$ cat src/rtl/cfg_slave_pkg.sv
package cfg_slave_pkg;
    typedef enum logic [2:0] {
        ST_IDLE,
        ST_SHIFT,
        ST_ACK_WAIT,
        ST_ACK_DRIVE,
        ST_IGNORE
    } slv_state_t;
endpackage

$ cat src/rtl/cfg_line_sync.sv
module cfg_line_sync #(
    parameter int LINES  = 2,
    parameter int STAGES = 2
) (
    input  logic             clk,
    input  logic             rst_n,
    input  logic [LINES-1:0] raw_in,
    output logic [LINES-1:0] cur_out,
    output logic [LINES-1:0] prv_out
);
    generate
        for (genvar l = 0; l < LINES; l++) begin : g_line
            logic [STAGES-1:0] chain;
            logic              prv;
            always_ff @(posedge clk or negedge rst_n) begin
                if (!rst_n) begin
                    chain <= '1;
                    prv   <= 1'b1;
                end else begin
                    chain <= {chain[STAGES-2:0], raw_in[l]};
                    prv   <= chain[STAGES-1];
                end
            end
            assign cur_out[l] = chain[STAGES-1];
            assign prv_out[l] = prv;
        end
    endgenerate
endmodule

$ cat src/rtl/cfg_frame_fsm.sv
module cfg_frame_fsm
    import cfg_slave_pkg::*;
#(
    parameter logic [7:0] ADDR_BYTE   = 8'hD2,
    parameter int         FRAME_BYTES = 10,
    parameter int         FIRST_LIVE  = 6,
    parameter int         CFG_BYTES   = 4,
    localparam int        CW          = $clog2(FRAME_BYTES + 1),
    localparam int        IW          = (CFG_BYTES > 1) ? $clog2(CFG_BYTES) : 1
) (
    input  logic          clk,
    input  logic          rst_n,
    input  logic          scl_rise,
    input  logic          scl_fall,
    input  logic          start_ev,
    input  logic          stop_ev,
    input  logic          sda_bit,
    output logic          sda_pull,
    output logic          wr_en,
    output logic [IW-1:0] wr_idx,
    output logic [7:0]    wr_data,
    output logic          commit
);
    localparam logic [CW-1:0] FULL_CNT  = CW'(FRAME_BYTES);
    localparam logic [CW-1:0] FIRST_CNT = CW'(FIRST_LIVE);

    slv_state_t    state, state_nx;
    logic [2:0]    bit_cnt;
    logic [7:0]    shreg;
    logic [CW-1:0] rx_cnt;
    logic          addr_ok;
    logic          ack_en;
    logic          byte_done;
    logic [7:0]    full_byte;

    assign full_byte = {shreg[6:0], sda_bit};
    assign byte_done = (state == ST_SHIFT) && scl_rise && (bit_cnt == 3'd7);

    // state register
    always_ff @(posedge clk or negedge rst_n) begin
        if (!rst_n) state <= ST_IDLE;
        else        state <= state_nx;
    end

    // next state
    always_comb begin
        state_nx = state;
        if (start_ev) begin
            state_nx = ST_SHIFT;
        end else if (stop_ev) begin
            state_nx = ST_IDLE;
        end else begin
            unique case (state)
                ST_IDLE:      state_nx = ST_IDLE;
                ST_SHIFT:     if (byte_done) state_nx = ST_ACK_WAIT;
                ST_ACK_WAIT:  if (scl_fall) state_nx = ST_ACK_DRIVE;
                ST_ACK_DRIVE: if (scl_fall) state_nx = (rx_cnt == FULL_CNT) ? ST_IGNORE : ST_SHIFT;
                ST_IGNORE:    state_nx = ST_IGNORE;
                default:      state_nx = ST_IDLE;
            endcase
        end
    end

    // datapath
    always_ff @(posedge clk or negedge rst_n) begin
        if (!rst_n) begin
            bit_cnt <= '0;
            shreg   <= '0;
            rx_cnt  <= '0;
            addr_ok <= 1'b0;
            ack_en  <= 1'b0;
        end else if (start_ev) begin
            bit_cnt <= '0;
            rx_cnt  <= '0;
            addr_ok <= 1'b0;
            ack_en  <= 1'b0;
        end else if (stop_ev) begin
            bit_cnt <= '0;
            rx_cnt  <= '0;
            addr_ok <= 1'b0;
            ack_en  <= 1'b0;
        end else begin
            if (state == ST_SHIFT && scl_rise) begin
                shreg   <= full_byte;
                bit_cnt <= bit_cnt + 3'd1;
            end
            if (byte_done) begin
                rx_cnt <= rx_cnt + CW'(1);
                if (rx_cnt == '0) begin
                    addr_ok <= (full_byte == ADDR_BYTE);
                    ack_en  <= (full_byte == ADDR_BYTE);
                end else begin
                    ack_en  <= addr_ok;
                end
            end
            if (state == ST_ACK_DRIVE && scl_fall) begin
                bit_cnt <= '0;
                ack_en  <= 1'b0;
            end
        end
    end

    // outputs
    always_comb begin
        sda_pull = (state == ST_ACK_DRIVE) && ack_en;
        wr_en    = byte_done && addr_ok && (rx_cnt >= FIRST_CNT) && (rx_cnt < FULL_CNT);
        wr_idx   = IW'(rx_cnt - FIRST_CNT);
        wr_data  = full_byte;
        commit   = stop_ev && !start_ev && (rx_cnt == FULL_CNT) && addr_ok;
    end

    a_r5_pull_needs_match: assert property (@(posedge clk) disable iff (!rst_n)
        sda_pull |-> addr_ok);
    a_r8_count_bounded: assert property (@(posedge clk) disable iff (!rst_n)
        rx_cnt <= FULL_CNT);
    a_r10_stop_to_idle: assert property (@(posedge clk) disable iff (!rst_n)
        (stop_ev && !start_ev) |=> (state == ST_IDLE));
    a_r9_start_restarts: assert property (@(posedge clk) disable iff (!rst_n)
        start_ev |=> (state == ST_SHIFT && rx_cnt == '0));
endmodule

$ cat src/rtl/cfg_reg_bank.sv
module cfg_reg_bank #(
    parameter int   CFG_BYTES   = 4,
    parameter logic [8*CFG_BYTES-1:0] DEFAULT_CFG = '0,
    parameter logic [8*CFG_BYTES-1:0] RSV_MASK    = '0,
    localparam int  WW          = 8 * CFG_BYTES,
    localparam int  IW          = (CFG_BYTES > 1) ? $clog2(CFG_BYTES) : 1
) (
    input  logic          clk,
    input  logic          rst_n,
    input  logic          wr_en,
    input  logic [IW-1:0] wr_idx,
    input  logic [7:0]    wr_data,
    input  logic          commit,
    output logic [WW-1:0] cfg_word
);
    logic [WW-1:0] shadow_flat;

    generate
        for (genvar k = 0; k < CFG_BYTES; k++) begin : g_byte
            logic [7:0] shadow_q;
            logic [7:0] live_q;
            always_ff @(posedge clk or negedge rst_n) begin
                if (!rst_n) begin
                    shadow_q <= '0;
                    live_q   <= DEFAULT_CFG[k*8 +: 8] & ~RSV_MASK[k*8 +: 8];
                end else begin
                    if (wr_en && wr_idx == IW'(k)) shadow_q <= wr_data;
                    if (commit) live_q <= shadow_q & ~RSV_MASK[k*8 +: 8];
                end
            end
            assign shadow_flat[k*8 +: 8] = shadow_q;
            assign cfg_word[k*8 +: 8]    = live_q;
        end
    endgenerate

    a_r10_hold_without_commit: assert property (@(posedge clk) disable iff (!rst_n)
        !commit |=> $stable(cfg_word));
    a_r2_commit_loads_shadow: assert property (@(posedge clk) disable iff (!rst_n)
        commit |=> (cfg_word == ($past(shadow_flat) & ~RSV_MASK)));
endmodule

$ cat src/rtl/cfg_serial_slave.sv
module cfg_serial_slave #(
    parameter logic [7:0]  ADDR_BYTE   = 8'hD2,
    parameter int          FRAME_BYTES = 10,
    parameter int          FIRST_LIVE  = 6,
    parameter int          CFG_BYTES   = 4,
    parameter logic [31:0] DEFAULT_CFG = 32'h5A3C_96E1,
    parameter logic [31:0] RSV_MASK    = 32'h8000_0300
) (
    input  logic        clk,
    input  logic        rst_n,
    input  logic        scl_in,
    input  logic        sda_in,
    output logic        sda_pull,
    output logic [31:0] cfg_word
);
    localparam int IW = (CFG_BYTES > 1) ? $clog2(CFG_BYTES) : 1;

    logic [1:0]    cur, prv;
    logic          scl_rise, scl_fall, start_ev, stop_ev;
    logic          wr_en, commit;
    logic [IW-1:0] wr_idx;
    logic [7:0]    wr_data;

    cfg_line_sync #(.LINES(2), .STAGES(2)) u_sync (
        .clk(clk), .rst_n(rst_n), .raw_in({scl_in, sda_in}),
        .cur_out(cur), .prv_out(prv)
    );

    // cur[1]/prv[1] = clock line, cur[0]/prv[0] = data line
    assign scl_rise = cur[1] & ~prv[1];
    assign scl_fall = ~cur[1] & prv[1];
    assign start_ev = cur[1] & prv[1] & prv[0] & ~cur[0];
    assign stop_ev  = cur[1] & prv[1] & ~prv[0] & cur[0];

    cfg_frame_fsm #(
        .ADDR_BYTE(ADDR_BYTE), .FRAME_BYTES(FRAME_BYTES),
        .FIRST_LIVE(FIRST_LIVE), .CFG_BYTES(CFG_BYTES)
    ) u_fsm (
        .clk(clk), .rst_n(rst_n), .scl_rise(scl_rise), .scl_fall(scl_fall),
        .start_ev(start_ev), .stop_ev(stop_ev), .sda_bit(cur[0]),
        .sda_pull(sda_pull), .wr_en(wr_en), .wr_idx(wr_idx),
        .wr_data(wr_data), .commit(commit)
    );

    cfg_reg_bank #(
        .CFG_BYTES(CFG_BYTES), .DEFAULT_CFG(DEFAULT_CFG), .RSV_MASK(RSV_MASK)
    ) u_bank (
        .clk(clk), .rst_n(rst_n), .wr_en(wr_en), .wr_idx(wr_idx),
        .wr_data(wr_data), .commit(commit), .cfg_word(cfg_word)
    );
endmodule

$ cat config.mk
export PLATFORM = sky130hd
export DESIGN_NAME = cfg_serial_slave
export DESIGN_NICKNAME = d
export VERILOG_FILES = /design/src/rtl/cfg_slave_pkg.sv /design/src/rtl/cfg_line_sync.sv /design/src/rtl/cfg_frame_fsm.sv /design/src/rtl/cfg_reg_bank.sv /design/src/rtl/cfg_serial_slave.sv
export SDC_FILE = /design/constraint.sdc
export NUM_CORES = 1
export LEC_CHECK = 0
export CAP_MARGIN = 10
export CORE_UTILIZATION = 35
export CTS_CLUSTER_DIAMETER = 60
export DETAILED_ROUTE_END_ITERATION = 8
export GPL_TIMING_DRIVEN = 0
export PLACE_DENSITY = 0.6
export SETUP_SLACK_MARGIN = 0.5
export SLEW_MARGIN = 40
export SYNTH_ARGS = -nofsm -noshare
export SYNTH_HDL_FRONTEND = slang
export SYNTH_SLANG_ARGS = --single-unit
export TNS_END_PERCENT = 100
$ cat constraint.sdc
create_clock -name clk -period 1.8 [get_ports clk]
set_input_delay 0.36 -clock clk [delete_from_list [all_inputs] [get_ports clk]]
set_output_delay 0.36 -clock clk [all_outputs]
set_load 0.1 [all_outputs]
* After elaboration in Yosys (flattened, before gate mapping)
Index checks and enable logic that the tools add are counted.
Storage, ports and cells: flip-flop bits (word level) 85, input bits 4, output and inout port bits 33, word-level logic and storage cells 92
Cells by class: $add $sub $neg 3, $lt $le $gt $ge 2, equality and inequality tests 13, mux-type cells 21, bitwise operators 13, reductions and logical operators 22
Operators with widths (count):
- 2-to-1 mux 3 bit | 10
- logical AND 1 bit | 14
- 2-to-1 mux 4 bit | 3
- inequality test 4 x 1 -> 1 bit, second input constant | 3
- one-hot mux 3 bit (4 select lines) | 1
- == test 8 bit, second input constant | 1
- nonzero test 4 bit | 2
- bitwise AND 1 bit | 7
- 2-to-1 mux 1 bit | 7
- == test 3 x 2 -> 1 bit, second input constant | 2
- == test 3 bit, second input constant | 2
- inverter 1 bit | 6
- AND reduction 3 bit | 2
- adder 4 x 1 -> 4 bit, second input constant | 1
- == test 2 bit, second input constant | 2
- == test 4 bit, second input constant | 1
- >= comparator 4 x 3 -> 1 bit, second input constant | 1
- logical NOT 4 bit | 1
- < comparator 4 bit, second input constant | 1
- adder 3 x 1 -> 3 bit, second input constant | 1
- == test 3 x 1 -> 1 bit, second input constant | 1
- nonzero test 3 bit | 1
- == test 2 x 1 -> 1 bit, second input constant | 1
- logical NOT 2 bit | 1
- 2 further kinds | 2

* Depth between registers and ports, before layout
depth in word-level cells 8, gate-level depth with buffers 7, depth with buffers taken out 6

* Modules after synthesis
A second synthesis with hierarchy kept.
Second synthesis, totals: cells, all modules 239, area total of the unflattened synthesis 3474.6 um^2
Modules (own cells, without submodules):
- cfg_reg_bank | times used 1, cells each 127, area each 2207.1 um^2, seq. area each 1470.2 um^2
- cfg_frame_fsm | times used 1, cells each 98, area each 1047.3 um^2, seq. area each 475.5 um^2
- cfg_line_sync | times used 1, cells each 10, area each 187.7 um^2, seq. area each 157.7 um^2
- cfg_serial_slave | times used 1, cells each 4, area each 32.5 um^2, seq. area each 0.0 um^2

* Worst setup path after synthesis
No wires, ideal clock.
path kind reg2reg, from reg u_fsm.rx_cnt[0], to reg u_bank.g_byte[1].live_q[3], library setup time 0.125 ns, arrival time 1.824 ns, data required time 1.675 ns, setup slack -0.149 ns, cell stages (with the launch flop) 8, path buffers 2, period minus slack after synthesis 1.949 ns, cells stage by stage dfrtp_1 inv_1 ha_1 nand2_1 nor4_1 buf_2 buf_4 mux2_2
On the way: cells in the longest elaborated chain, start to end 3
Ends and longest elaborated chain:
- from (decl) | RTL line cfg_frame_fsm.sv:30 | logic [CW-1:0] rx_cnt;
- from (signal assigned) | RTL line cfg_frame_fsm.sv:88 | rx_cnt <= rx_cnt + CW'(1);
- == test 4 bit | RTL line cfg_frame_fsm.sv:109 | commit = stop_ev && !start_ev && (rx_cnt == FULL_CNT) && addr_ok;
- logical AND 1 bit (2 in series) | RTL line cfg_frame_fsm.sv:109
- to (signal assigned) | RTL line cfg_reg_bank.sv:25 | live_q <= DEFAULT_CFG[k*8 +: 8] & ~RSV_MASK[k*8 +: 8];
- to (signal assigned) | RTL line cfg_reg_bank.sv:28 | if (commit) live_q <= shadow_q & ~RSV_MASK[k*8 +: 8];
- to (decl) | RTL line cfg_reg_bank.sv:21 | logic [7:0] live_q;
Every way passes these cells. A chain may end at the register's enable or synchronous reset.

* Worst setup path after layout
from reg u_fsm.rx_cnt[2], to reg u_bank.g_byte[2].shadow_q[3]
On the way: cells in the longest elaborated chain, start to end 4, elaborated cells on any way between the ends 5, classes of those cells order compare: 2; reduce/logical: 3
Ends and longest elaborated chain:
- >= comparator 4 x 3 -> 1 bit | RTL line cfg_frame_fsm.sv:106 | wr_en = byte_done && addr_ok && (rx_cnt >= FIRST_CNT) && (rx_cnt < FULL_CNT);
- logical AND 1 bit | RTL line cfg_frame_fsm.sv:106
- logical AND 1 bit (*) | RTL line cfg_frame_fsm.sv:106
- logical AND 1 bit (*) | RTL line cfg_reg_bank.sv:27 | if (wr_en && wr_idx == IW'(k)) shadow_q <= wr_data;
- to (signal assigned) | RTL line cfg_reg_bank.sv:27
- to (decl) | RTL line cfg_reg_bank.sv:20 | logic [7:0] shadow_q;
Mark *: on every way between the ends. The rest lies on a longest branch, timed or not.

==> flow_summary.toml <==
[clocking]
cts_made_buffers = 9
clock_path_buffers = 2
clk_pin_slew_ns = 0.09
tritoncts = "done"
numClockSinks = 83
root_buffer = "clkbuf_8"
insertion_delay_ns = 0.35
htree_levels = 3

[die]
ios = 37
rows = 36
core_area_sq_um = 9730
die_y_microns = 102
start_util_pct = 35.8
fp.dieW_microns = 102
die-area_sq_um = 10400

[grt]
use_met2_pct = 26.0
grt.busiest_layer = "met2"
gr-usage-met1_pct = 20.1
track_usage_pct = 15.8
antenna_found_initial = 0
grt.met3_usage_pct = 4.83
grt_pass1_wl_mm = 12.0
grt_pass1_vias = 2272
grt_overflow = 0
grt_max_degree = 56

[sta]
setup_viol = 9
fmax_mhz = 548
drv_slew = 0
layout_min_cycle_time_ns = 1.82
tns_ns = -0.0663
worst_slack_ns = -0.0249
period_share_pct = 101
fin_skew_ns = 0.00892
rsz0062_at_grt = "yes"
hold_violations = 0

[layout]
finalNetCount = 346
multi_input_area_sq_um = 1630
fin_util_pct = 56.5
register_area_sq_um = 2110
area_delta_synth_final_pct = 57.8
antenna_cells = 0
final_layout_size_suffix_gt1_share_pct = 71.6
final_design_area_no_fill_sq_um = 5500
n_fill_cell = 777

[detailed_routing]
via_per_inst = 4.67
remaining_drc_errors = 0
ant_nets = 0
via_count = 2215
totalWireLength_mm = 7.78
drt_first_pass_iters = 4
dr.first_iter.drc_count = 33
wl_per_cell_microns = 16.4

[setup_path]
crit_family = "simple AND/OR/NAND/NOR gates"
cp_common_cell = "buf_6"
arrival_ns = 2.07
r2r_end = "u_bank.g_byte[2].shadow_q[3]"
cp_cell_sequence = "buf_6 > or3b_4 > a21boi_4 > buf_6 > nand3_4 > mux2_4"
crit_buf_inv = 2
crit_required_ns = 2.04
slowest_stage = "dfrtp_1"
worst_setup_path_start_kind = "register"
crit_type = "reg2reg"
max_stage_delay_ns = 0.38
reg2reg_from = "u_fsm.rx_cnt[2]"
r2r_cells = 6
path_max_fanout = 8
r2r_slack_ns = -0.02
critPathCaptureType = "register"

[pwr]
peakVddDrop_mv = 0.432
power.density_nw_per_um2 = 800
p_leak_nw = 2.51

[placement]
io_buffer_count = 33
gp_congestion = 0.775
placed_area_sq_um = 4100
dpl_worst_slack_ns = -0.189
dp_hpwl_mm = 4.09

[synth]
syn_area_per_cell_sq_um = 15.2
ys_ff_latch = 83
netlist_area_sq_um = 3480
synth_top_area_share_pct = 44.5
yosys_most_used_dff = "dfrtp_1"
ys_seq_area_share_pct = 60.4
synthArstFlopShare_pct = 100
synth_warnings = 0
synthCells = 229
synth_cell_types = 43
synth_area_leader_cell = "dfrtp_1"
synth_edf_count = 0
synth_area_leaders = "dfrtp_1 (45%), mux2_2 (20%), dfstp_2 (16%), mux2_4 (2.6%), ha_1 (2.2%)"

[hold_path]
hold_path.class = "reg2reg"
hold_depth = 0
min_to = "u_sync.g_line[0].chain[1]"
hold_start = "u_sync.g_line[0].chain[0]"

[status]
status = "complete, but fails checks"
violations = "negative setup slack"

[flow_run]
drv_cap = 0
## worst register-to-register path: stages (launching register included)
cell and delay [ns]:
dfrtp_1 0.38, buf_6 0.12, or3b_4 0.38, a21boi_4 0.21, buf_6 0.13, nand3_4 0.16
mux2_4 0.34
## logic make-up (layout without fill, tap and decap cells)
group	count (synthesis)	in the layout	share of synthesized area, %
flip-flops	83	83	60.4
multiplexers	68	68	22.6
AND/OR/NAND/NOR	40	40	7.86
buffers and inverters	15	125	2.84
AO/OA/AOI/OAI	13	13	3.30
adder cells (fa/ha/maj)	6	6	2.15
XOR/XNOR	3	3	0.754
other	1	3	0.108
## layout make-up
class	count	area share, %
Buffer	11	2.64
Clock buffer	9	2.25
Clock inverter	7	1.68
Inverter	4	0.273
Multi-Input combinational cell	133	29.5
Sequential cell	83	38.4
Tap cell	133	3.03
Timing Repair Buffer	94	22.2
## metrics by stage
step / power (mW) / std cells / hold slack [ns]
final: 4.40 / 474 / 0.359
after detailed placement: 2.79 / 398 / 0.252
after global placement: 2.76 / 397 / 0.346
after CTS: 4.37 / 453 / 0.360
after floorplan: 2.60 / 231 / 0.0644
after global routing: 4.61 / 474 / 0.361
## sequential cells by signal, summed over array words and instances (netlist names)
| register | count |
|---|---|
| u_bank.g_byte.shadow_q | 29 |
| u_fsm.addr_ok | 1 |
| u_fsm.shreg | 7 |
| u_fsm.state | 3 |
| u_fsm.ack_en | 1 |
| u_sync.g_line.chain | 4 |
| u_bank.g_byte.live_q | 29 |
| u_sync.g_line.prv | 2 |
| u_fsm.rx_cnt | 4 |
| u_fsm.bit_cnt | 3 |
## cell usage in the layout (no fill, tap or decap), drive strengths merged, types with 3 or more instances in the layout
cell type  Yosys  final
clkinv         0      5
buf            9    101
nand3          5      5
nor2           9      9
dfstp         21     21
mux2          68     68
clkbuf         2     10
ha             6      6
inv            4      4
nor3           4      4
conb           1      3
dfrtp         62     62
nand2          4      4
a22o           3      3
## power by group
group | switching [mW] | internal, mW | leakage (nW)
Combinational | 0.261 | 0.446 | 1.34
Clock | 0.687 | 0.779 | 0.113
Sequential | 0.220 | 2.01 | 1.06
Total | 1.17 | 3.23 | 2.51
## per-layer routing
layer  share of wire [%]  routed length (microns)  up-vias
met5                   0                        0        -
met4                 1.0                       80        0
met3                 2.6                      202        8
met2                  52                     4030       35
met1                  44                     3460     1158
li1                    -                        -     1014
## worst max-delay path by stage
stage | startpoint | to | slack (ns) | cells after the start
floorplan | u_fsm.rx_cnt[0] | u_bank.g_byte[1].live_q[3] | -0.02 | 7
CTS | u_fsm.rx_cnt[2] | u_bank.g_byte[2].shadow_q[4] | -0.04 | 6
detailed placement | u_fsm.rx_cnt[0] | u_bank.g_byte[1].live_q[3] | -0.19 | 7
global placement | rst_n | u_fsm.rx_cnt[1] | -2.89 | 1
finish | u_fsm.rx_cnt[2] | u_bank.g_byte[2].shadow_q[3] | -0.02 | 6
global route | u_fsm.rx_cnt[2] | u_bank.g_byte[2].shadow_q[3] | -0.08 | 6
## cell usage after synthesis, types with 2 or more instances
cell	number
ha_1	6
a22oi_1	2
nand3_1	2
nor2_1	8
nor2b_1	2
dfrtp_1	62
inv_1	4
and3_1	2
buf_4	4
buf_2	3
nand4b_1	2
nand2b_1	2
dfstp_2	21
nand2_1	4
nand3_4	3
xnor2_1	2
nor3_1	4
a22o_1	3
mux2_4	6
a21o_1	2
mux2_2	62
clkbuf_1	2
## timing repair
| item | in CTS | in global routing |
|---|---|---|
| buffers inserted | 36 | 20 |
| pin swaps | 13 | 11 |
| endpoints found under the setup margin | 107 | 107 |
| hold endpoints to repair | 19 | 0 |
| gates cloned | 2 | 1 |
| hold buffers | 1 | 0 |
| resized for setup | 175 | 8 |
Note: power is estimated with default switching activity, not from simulation.
